--- config.mk ---
export PLATFORM = sky130hd
export DESIGN_NAME = ldr_decoder
export DESIGN_NICKNAME = d
export VERILOG_FILES = /design/src/rtl/ldr_pkg.sv /design/src/rtl/ldr_window.sv /design/src/rtl/ldr_priority.sv /design/src/rtl/ldr_decoder.sv
export SDC_FILE = /design/constraint.sdc
export NUM_CORES = 1
export LEC_CHECK = 0
export BUFFER_PORTS_ARGS = -buffer_cell sky130_fd_sc_hd__buf_2
export CORE_AREA = 2 2 130 132
export DETAILED_ROUTE_END_ITERATION = 8
export DIE_AREA = 0 0 132 134
export PLACE_DENSITY = 0.53
export SLEW_MARGIN = 20
export SYNTH_ARGS = -nofsm -noshare
export SYNTH_HDL_FRONTEND = slang
export SYNTH_SLANG_ARGS = --single-unit
--- constraint.sdc ---
create_clock -name clk -period 1.56 [get_ports clk]
set_input_delay 0.156 -clock clk [delete_from_list [all_inputs] [get_ports clk]]
set_output_delay 0.156 -clock clk [all_outputs]
set_load 0.005 [all_outputs]
--- src/rtl/ldr_pkg.sv ---
`timescale 1ns/1ps
package ldr_pkg;

   typedef enum logic [1:0] {
      CLS_FDC = 2'd0,
      CLS_PAR = 2'd1,
      CLS_SER = 2'd2,
      CLS_MON = 2'd3
   } dev_cls_e;

   localparam int unsigned OFF_W    = 4;
   localparam int unsigned BASE_W   = 16;
   localparam logic [2:0]  DMA_NONE = 3'd4;

   function automatic int unsigned cls_win_log2(input dev_cls_e c);
      case (c)
         CLS_PAR: return 2;
         CLS_MON: return 4;
         default: return 3;
      endcase
   endfunction

   function automatic int unsigned cls_min_off(input dev_cls_e c);
      return (c == CLS_FDC) ? 2 : 0;
   endfunction

   function automatic logic [7:0] cls_hi_keep(input dev_cls_e c);
      return (c == CLS_MON) ? 8'hFF : 8'h07;
   endfunction

endpackage

--- src/rtl/ldr_window.sv ---
`timescale 1ns/1ps
module ldr_window
   import ldr_pkg::*;
#(
   parameter int unsigned ADDR_W = 16,
   parameter logic [1:0]  CLS    = 2'd0
) (
   input  logic [ADDR_W-1:0] addr,
   input  logic [7:0]        base_hi,
   input  logic [7:0]        base_lo,
   output logic              match,
   output logic [OFF_W-1:0]  offset
);
   localparam dev_cls_e     CLASS    = dev_cls_e'(CLS);
   localparam int unsigned  WLOG     = cls_win_log2(CLASS);
   localparam int unsigned  MIN_OFF  = cls_min_off(CLASS);
   localparam logic [7:0]   HI_KEEP  = cls_hi_keep(CLASS);
   localparam logic [7:0]   LO_KEEP  = 8'hFF << WLOG;
   localparam logic [ADDR_W-1:0] WIN_MASK = ADDR_W'((1 << WLOG) - 1);

   generate
      if (WLOG > OFF_W) begin : g_bad_win
         $error("ldr_window: window larger than offset field");
      end
   endgenerate

   logic [ADDR_W-1:0] base_ext;
   logic              page_eq;
   logic              low_ok;

   always_comb begin
      base_ext = ADDR_W'({base_hi & HI_KEEP, base_lo & LO_KEEP});
      page_eq  = (addr >> WLOG) == (base_ext >> WLOG);
      low_ok   = (addr & WIN_MASK) >= ADDR_W'(MIN_OFF);
      match    = page_eq && low_ok;
      offset   = OFF_W'(addr & WIN_MASK);
   end

endmodule

--- src/rtl/ldr_priority.sv ---
`timescale 1ns/1ps
module ldr_priority
   import ldr_pkg::*;
#(
   parameter int unsigned NUM_DEV = 7
) (
   input  logic [NUM_DEV-1:0]       req,
   input  logic [NUM_DEV*OFF_W-1:0] off_flat,
   output logic [NUM_DEV-1:0]       grant,
   output logic                     any,
   output logic [OFF_W-1:0]         off
);
   always_comb begin
      logic found;
      found = 1'b0;
      grant = '0;
      off   = '0;
      for (int i = 0; i < NUM_DEV; i++) begin
         if (req[i] && !found) begin
            found    = 1'b1;
            grant[i] = 1'b1;
            off      = off_flat[i*OFF_W +: OFF_W];
         end
      end
      any = found;
   end

endmodule

--- src/rtl/ldr_decoder.sv ---
`timescale 1ns/1ps
module ldr_decoder
   import ldr_pkg::*;
#(
   parameter int unsigned NUM_DEV       = 7,
   parameter int unsigned ADDR_W        = 16,
   parameter logic [2*NUM_DEV-1:0] DEV_CLASS_MAP =
      {2'd3, 2'd3, 2'd3, 2'd2, 2'd2, 2'd1, 2'd0}
) (
   input  logic                  clk,
   input  logic                  rst_n,
   input  logic                  io_valid,
   input  logic [ADDR_W-1:0]     io_addr,
   input  logic [NUM_DEV-1:0]    dev_active,
   input  logic [8*NUM_DEV-1:0]  dev_base_hi,
   input  logic [8*NUM_DEV-1:0]  dev_base_lo,
   input  logic [8*NUM_DEV-1:0]  dev_irq_num,
   input  logic [8*NUM_DEV-1:0]  dev_dma_sel,
   input  logic [7:0]            fan_cfg_a,
   input  logic [7:0]            fan_cfg_b,
   output logic [NUM_DEV-1:0]    dev_sel,
   output logic                  dec_hit,
   output logic [OFF_W-1:0]      dec_offset,
   output logic [4*NUM_DEV-1:0]  dev_irq,
   output logic [3*NUM_DEV-1:0]  dev_dma,
   output logic [2:0]            fan_mon_en
);
   generate
      if (NUM_DEV < 1) begin : g_bad_n
         $error("ldr_decoder: NUM_DEV must be at least 1");
      end
      if (ADDR_W < BASE_W || ADDR_W > 32) begin : g_bad_aw
         $error("ldr_decoder: ADDR_W must lie in 16..32");
      end
   endgenerate

   logic [NUM_DEV-1:0]       win_match;
   logic [NUM_DEV-1:0]       win_req;
   logic [NUM_DEV*OFF_W-1:0] win_off;
   logic [NUM_DEV-1:0]       grant_d;
   logic                     any_d;
   logic [OFF_W-1:0]         off_d;
   logic [4*NUM_DEV-1:0]     irq_d;
   logic [3*NUM_DEV-1:0]     dma_d;
   logic [2:0]               fan_d;

   for (genvar i = 0; i < NUM_DEV; i++) begin : g_dev
      ldr_window #(
         .ADDR_W (ADDR_W),
         .CLS    (DEV_CLASS_MAP[2*i +: 2])
      ) u_win (
         .addr    (io_addr),
         .base_hi (dev_base_hi[8*i +: 8]),
         .base_lo (dev_base_lo[8*i +: 8]),
         .match   (win_match[i]),
         .offset  (win_off[OFF_W*i +: OFF_W])
      );

      always_comb begin
         win_req[i] = io_valid && dev_active[i] && win_match[i];
         if (dev_active[i]) begin
            irq_d[4*i +: 4] = 4'(dev_irq_num[8*i +: 8] & 8'h0F);
            dma_d[3*i +: 3] = 3'(dev_dma_sel[8*i +: 8] & 8'h07);
         end else begin
            irq_d[4*i +: 4] = 4'd0;
            dma_d[3*i +: 3] = DMA_NONE;
         end
      end
   end

   ldr_priority #(
      .NUM_DEV (NUM_DEV)
   ) u_prio (
      .req      (win_req),
      .off_flat (win_off),
      .grant    (grant_d),
      .any      (any_d),
      .off      (off_d)
   );

   always_comb begin
      fan_d[0] = |(fan_cfg_a & 8'h04);
      fan_d[1] = |(fan_cfg_a & 8'h20);
      fan_d[2] = |(fan_cfg_b & 8'h01);
   end

   always_ff @(posedge clk) begin
      if (!rst_n) begin
         dev_sel    <= '0;
         dec_hit    <= 1'b0;
         dec_offset <= '0;
         dev_irq    <= '0;
         dev_dma    <= {NUM_DEV{DMA_NONE}};
         fan_mon_en <= '0;
      end else begin
         dev_sel    <= grant_d;
         dec_hit    <= any_d;
         dec_offset <= off_d;
         dev_irq    <= irq_d;
         dev_dma    <= dma_d;
         fan_mon_en <= fan_d;
      end
   end

endmodule

==> summary.md <==
| Metric | Value |
|---|---|
| Run status | complete, no violations |
| Total Routing Usage GR | between 10% and 20% |
| Die Y | 134 um |
| PD cells | 938.9 nW/um^2 |
| Wirelength, routed | roughly 10,000 um |
| Critical Path AT | between 1.5 and 2 ns |
| Layout cell share with drive strength beyond 1 | a little over half |
| Die area | roughly 18,000 sq um |
| Gpl congestion | approximately 0.7 |
| Max Cap Viol | 0 |
| Nets | 769 |
| CP endpoint kind | register |
| Final cycle utilization of the critical path | between 90% and 100% |
| Peak supply drop | 437.0 uV |
| TritonRoute pass-1 iters | 4 |
| Via count | ~2,700 |
| DR WL/cell | ~14 um |
| Core area | around 16,000 sq um |
| Worst min-delay path startpoint | dev_dma_sel[34] |
| Placed Area | 4248 sq um |
| Most frequent cells in the layout | 210 x buf_2, 64 x dfxtp_1, 53 x xnor2_1 |
| Syn Area/Cell | approximately 11 sq um |
| Total Power | 0.004270 W |
| Min-Delay Path Depth | 2 |
| Worst relative slew slack | roughly 70% |
| Drt via density | roughly 3.7 |
| FF+latch count, synth | between 60 and 70 |
| Largest delay contributor family on the critical path | simple AND/OR/NAND/NOR gates |
| Actual slew at the worst max-slew pin | approximately 0.47 ns |
| Die width | about 130 um |
| CTS Buffer Depth | 2 |
| Cell Area, Synth | 2741 sq um |
| Crit Path Max Fanout | 4 |
| Worst Hold End | dev_dma[14] |
| Startpoint Class | primary input |
| Slew Viols, Final | 0 |
| Vias in the first global route | 2,841 |
| DRC | 0 |
| Grt ovf | 0 |
| Min Tclk post-route | roughly 1.4 ns |
| Final hold violation count | 0 |
| PortBufs | 210 |
| Area growth, synth to finish | 65.91% |
| Effective utilization at floorplan | about 17% |
| Post-Syn Nets | between 500 and 600 |
| Inserted Clock Buffers | 9 |
| CTS tree | built |
| Post-synthesis sequential area ratio | between 40 and 50% |
| First DRT Iteration DRCs | slightly below 70 |
| Cells along the critical path | buf_2 -> nor4_4 -> nand2_2 -> nor4_1 -> buf_4 -> nor4_2 -> buf_4 -> a21oi_1 |
| Synth Instances | 259 |
| Final core occ | roughly 28% |
| Global-route wire length before repair | around 15,000 um |
| Io pins | 330 |
| Synth warn | 0 |
| Post_cts resized | 0 |
| Setup Crit Path Kind | in2reg |
| Final setup violation count | 0 |
| Crit path buf inv count | 3 |
| RSZ-0062 raised after global routing | no |
| Hold WC Path Type | in2reg |
| Most common cell after layout, fill and taps aside | buf_2 |
| Fin area | between 4000 and 5000 sq um |
| Clk slew on worst S/H paths | roughly 0.050 ns |
| Distinct cells, synth | 32 |
| Site row count | 47 |
| HPWL Detailed | 8785 um |
| CP startpoint | io_addr[11] |
| Initial antenna violation count | 1 |
| Crit-path slowest cell | nor4_4 |
| Most used cell, CP | buf_4 |
| Pleak | 2.280 nW |
| H-Tree Depth | 3 |
| Clock Sinks | 64 |
| Largest net degree at the start of global routing | 57 |
| Crit. path cell count | 8 |
| Root Buffer | clkbuf_16 |
| Antenna-violating nets left | 0 |
| Slowest cell delay on critical path | between 0.3 and 0.4 ns |
| Required @ worst endpoint | ~1.8 ns |
| Peak Freq | around 700 MHz |
[through the flow]
stage	cells	worst slack, ns	hold slack [ns]	TNS, ns
after floorplan	259	0.1180	0.2391	0
after global placement	711	-0.2600	0.3408	-1.578
after detailed placement	711	-0.2231	0.3468	-1.495
after CTS	727	0.1133	0.002867	0
after global routing	727	0.04803	0.009997	0
final	728	0.1352	0.01800	0
[synthesized netlist by cell type]
cell       n  share of area [%]
nor4_4     1               0.78
xnor2_1   53                 17
or3_4      1               0.41
nand4b_4   1               0.87
inv_1      1               0.14
buf_2      1               0.18
nand2_2    1               0.23
clkbuf_1   6               0.82
o211ai_1   1               0.27
or4_4      3                1.2
and2_1     4               0.91
buf_6      6                2.5
nor4_2     2               0.91
nand2_1    7               0.96
nor3b_2    1               0.46
a31oi_2    1               0.46
nor2b_1    1               0.23
nand3b_1   7                1.9
buf_4      1               0.27
o21ai_0    1               0.18
nor3b_1    1               0.27
a21oi_1    4               0.73
xor2_1    16                5.1
nor4_1     5                1.1
and3_1    43                9.8
nor2_1     3               0.41
nand3_1    6                1.1
dfxtp_1   64                 47
nor3_1     4               0.73
o211a_2    1               0.37
and4bb_1   1               0.46
nand4_1   11                2.5
[worst max path at each step]
| stage | to | slack [ns] |
|---|---|---|
| after floorplan | dec_offset[3] | 0.12 |
| after CTS | dec_offset[0] | 0.11 |
| after global placement | dec_offset[0] | -0.26 |
| after detailed placement | dec_offset[0] | -0.22 |
| final | dec_offset[0] | 0.14 |
| after global routing | dec_offset[0] | 0.05 |
[registers in the layout (all words and copies together) (netlist names)]
name and flops:
fan_mon_en 3, dec_hit 1, dev_sel 7, dev_dma 21, dev_irq 28, dec_offset 4
[final cells by class]
cell class | instances | area [sq um]
Clock buffer | 11 | 242.7
Sequential cell | 64 | 1281
Clock inverter | 4 | 45.04
Timing Repair Buffer | 247 | 1344
Tap cell | 220 | 275.3
Inverter | 1 | 3.754
Antenna cell | 1 | 2.502
Fill cell | 1796 | 11740
Multi-Input combinational cell | 180 | 1354
[routing by layer]
metal / global-route usage [%] / share of wire [%]
met5: 0 / 0
met4: 4.710 / 1.5
met2: 19.50 / 46
met1: 13.70 / 44
met3: 3.477 / 7.7
[where the power goes]
| group | switching [W] | internal, W |
|---|---|---|
| Clock | 0.000661 | 0.00126 |
| Sequential | 0.0000106 | 0.00169 |
| Combinational | 0.000285 | 0.000361 |
| Total | 0.000957 | 0.00331 |
[logic make-up after synthesis]
group,after synthesis,share of synthesized area [%]
simple gates,103,25.33
buf+inv,15,3.879
xor+xnor,69,22.04
compound gates,8,2.008
flops,64,46.74
[timing repair]
item / 4_1_cts / 5_1_grt
endpoints found under the setup margin: 0 / 0
hold buffers: 1 / 0
hold endpoints to repair: 1 / 0
buffers inserted: 0 / 0
Power figures use the tool's default switching activity.
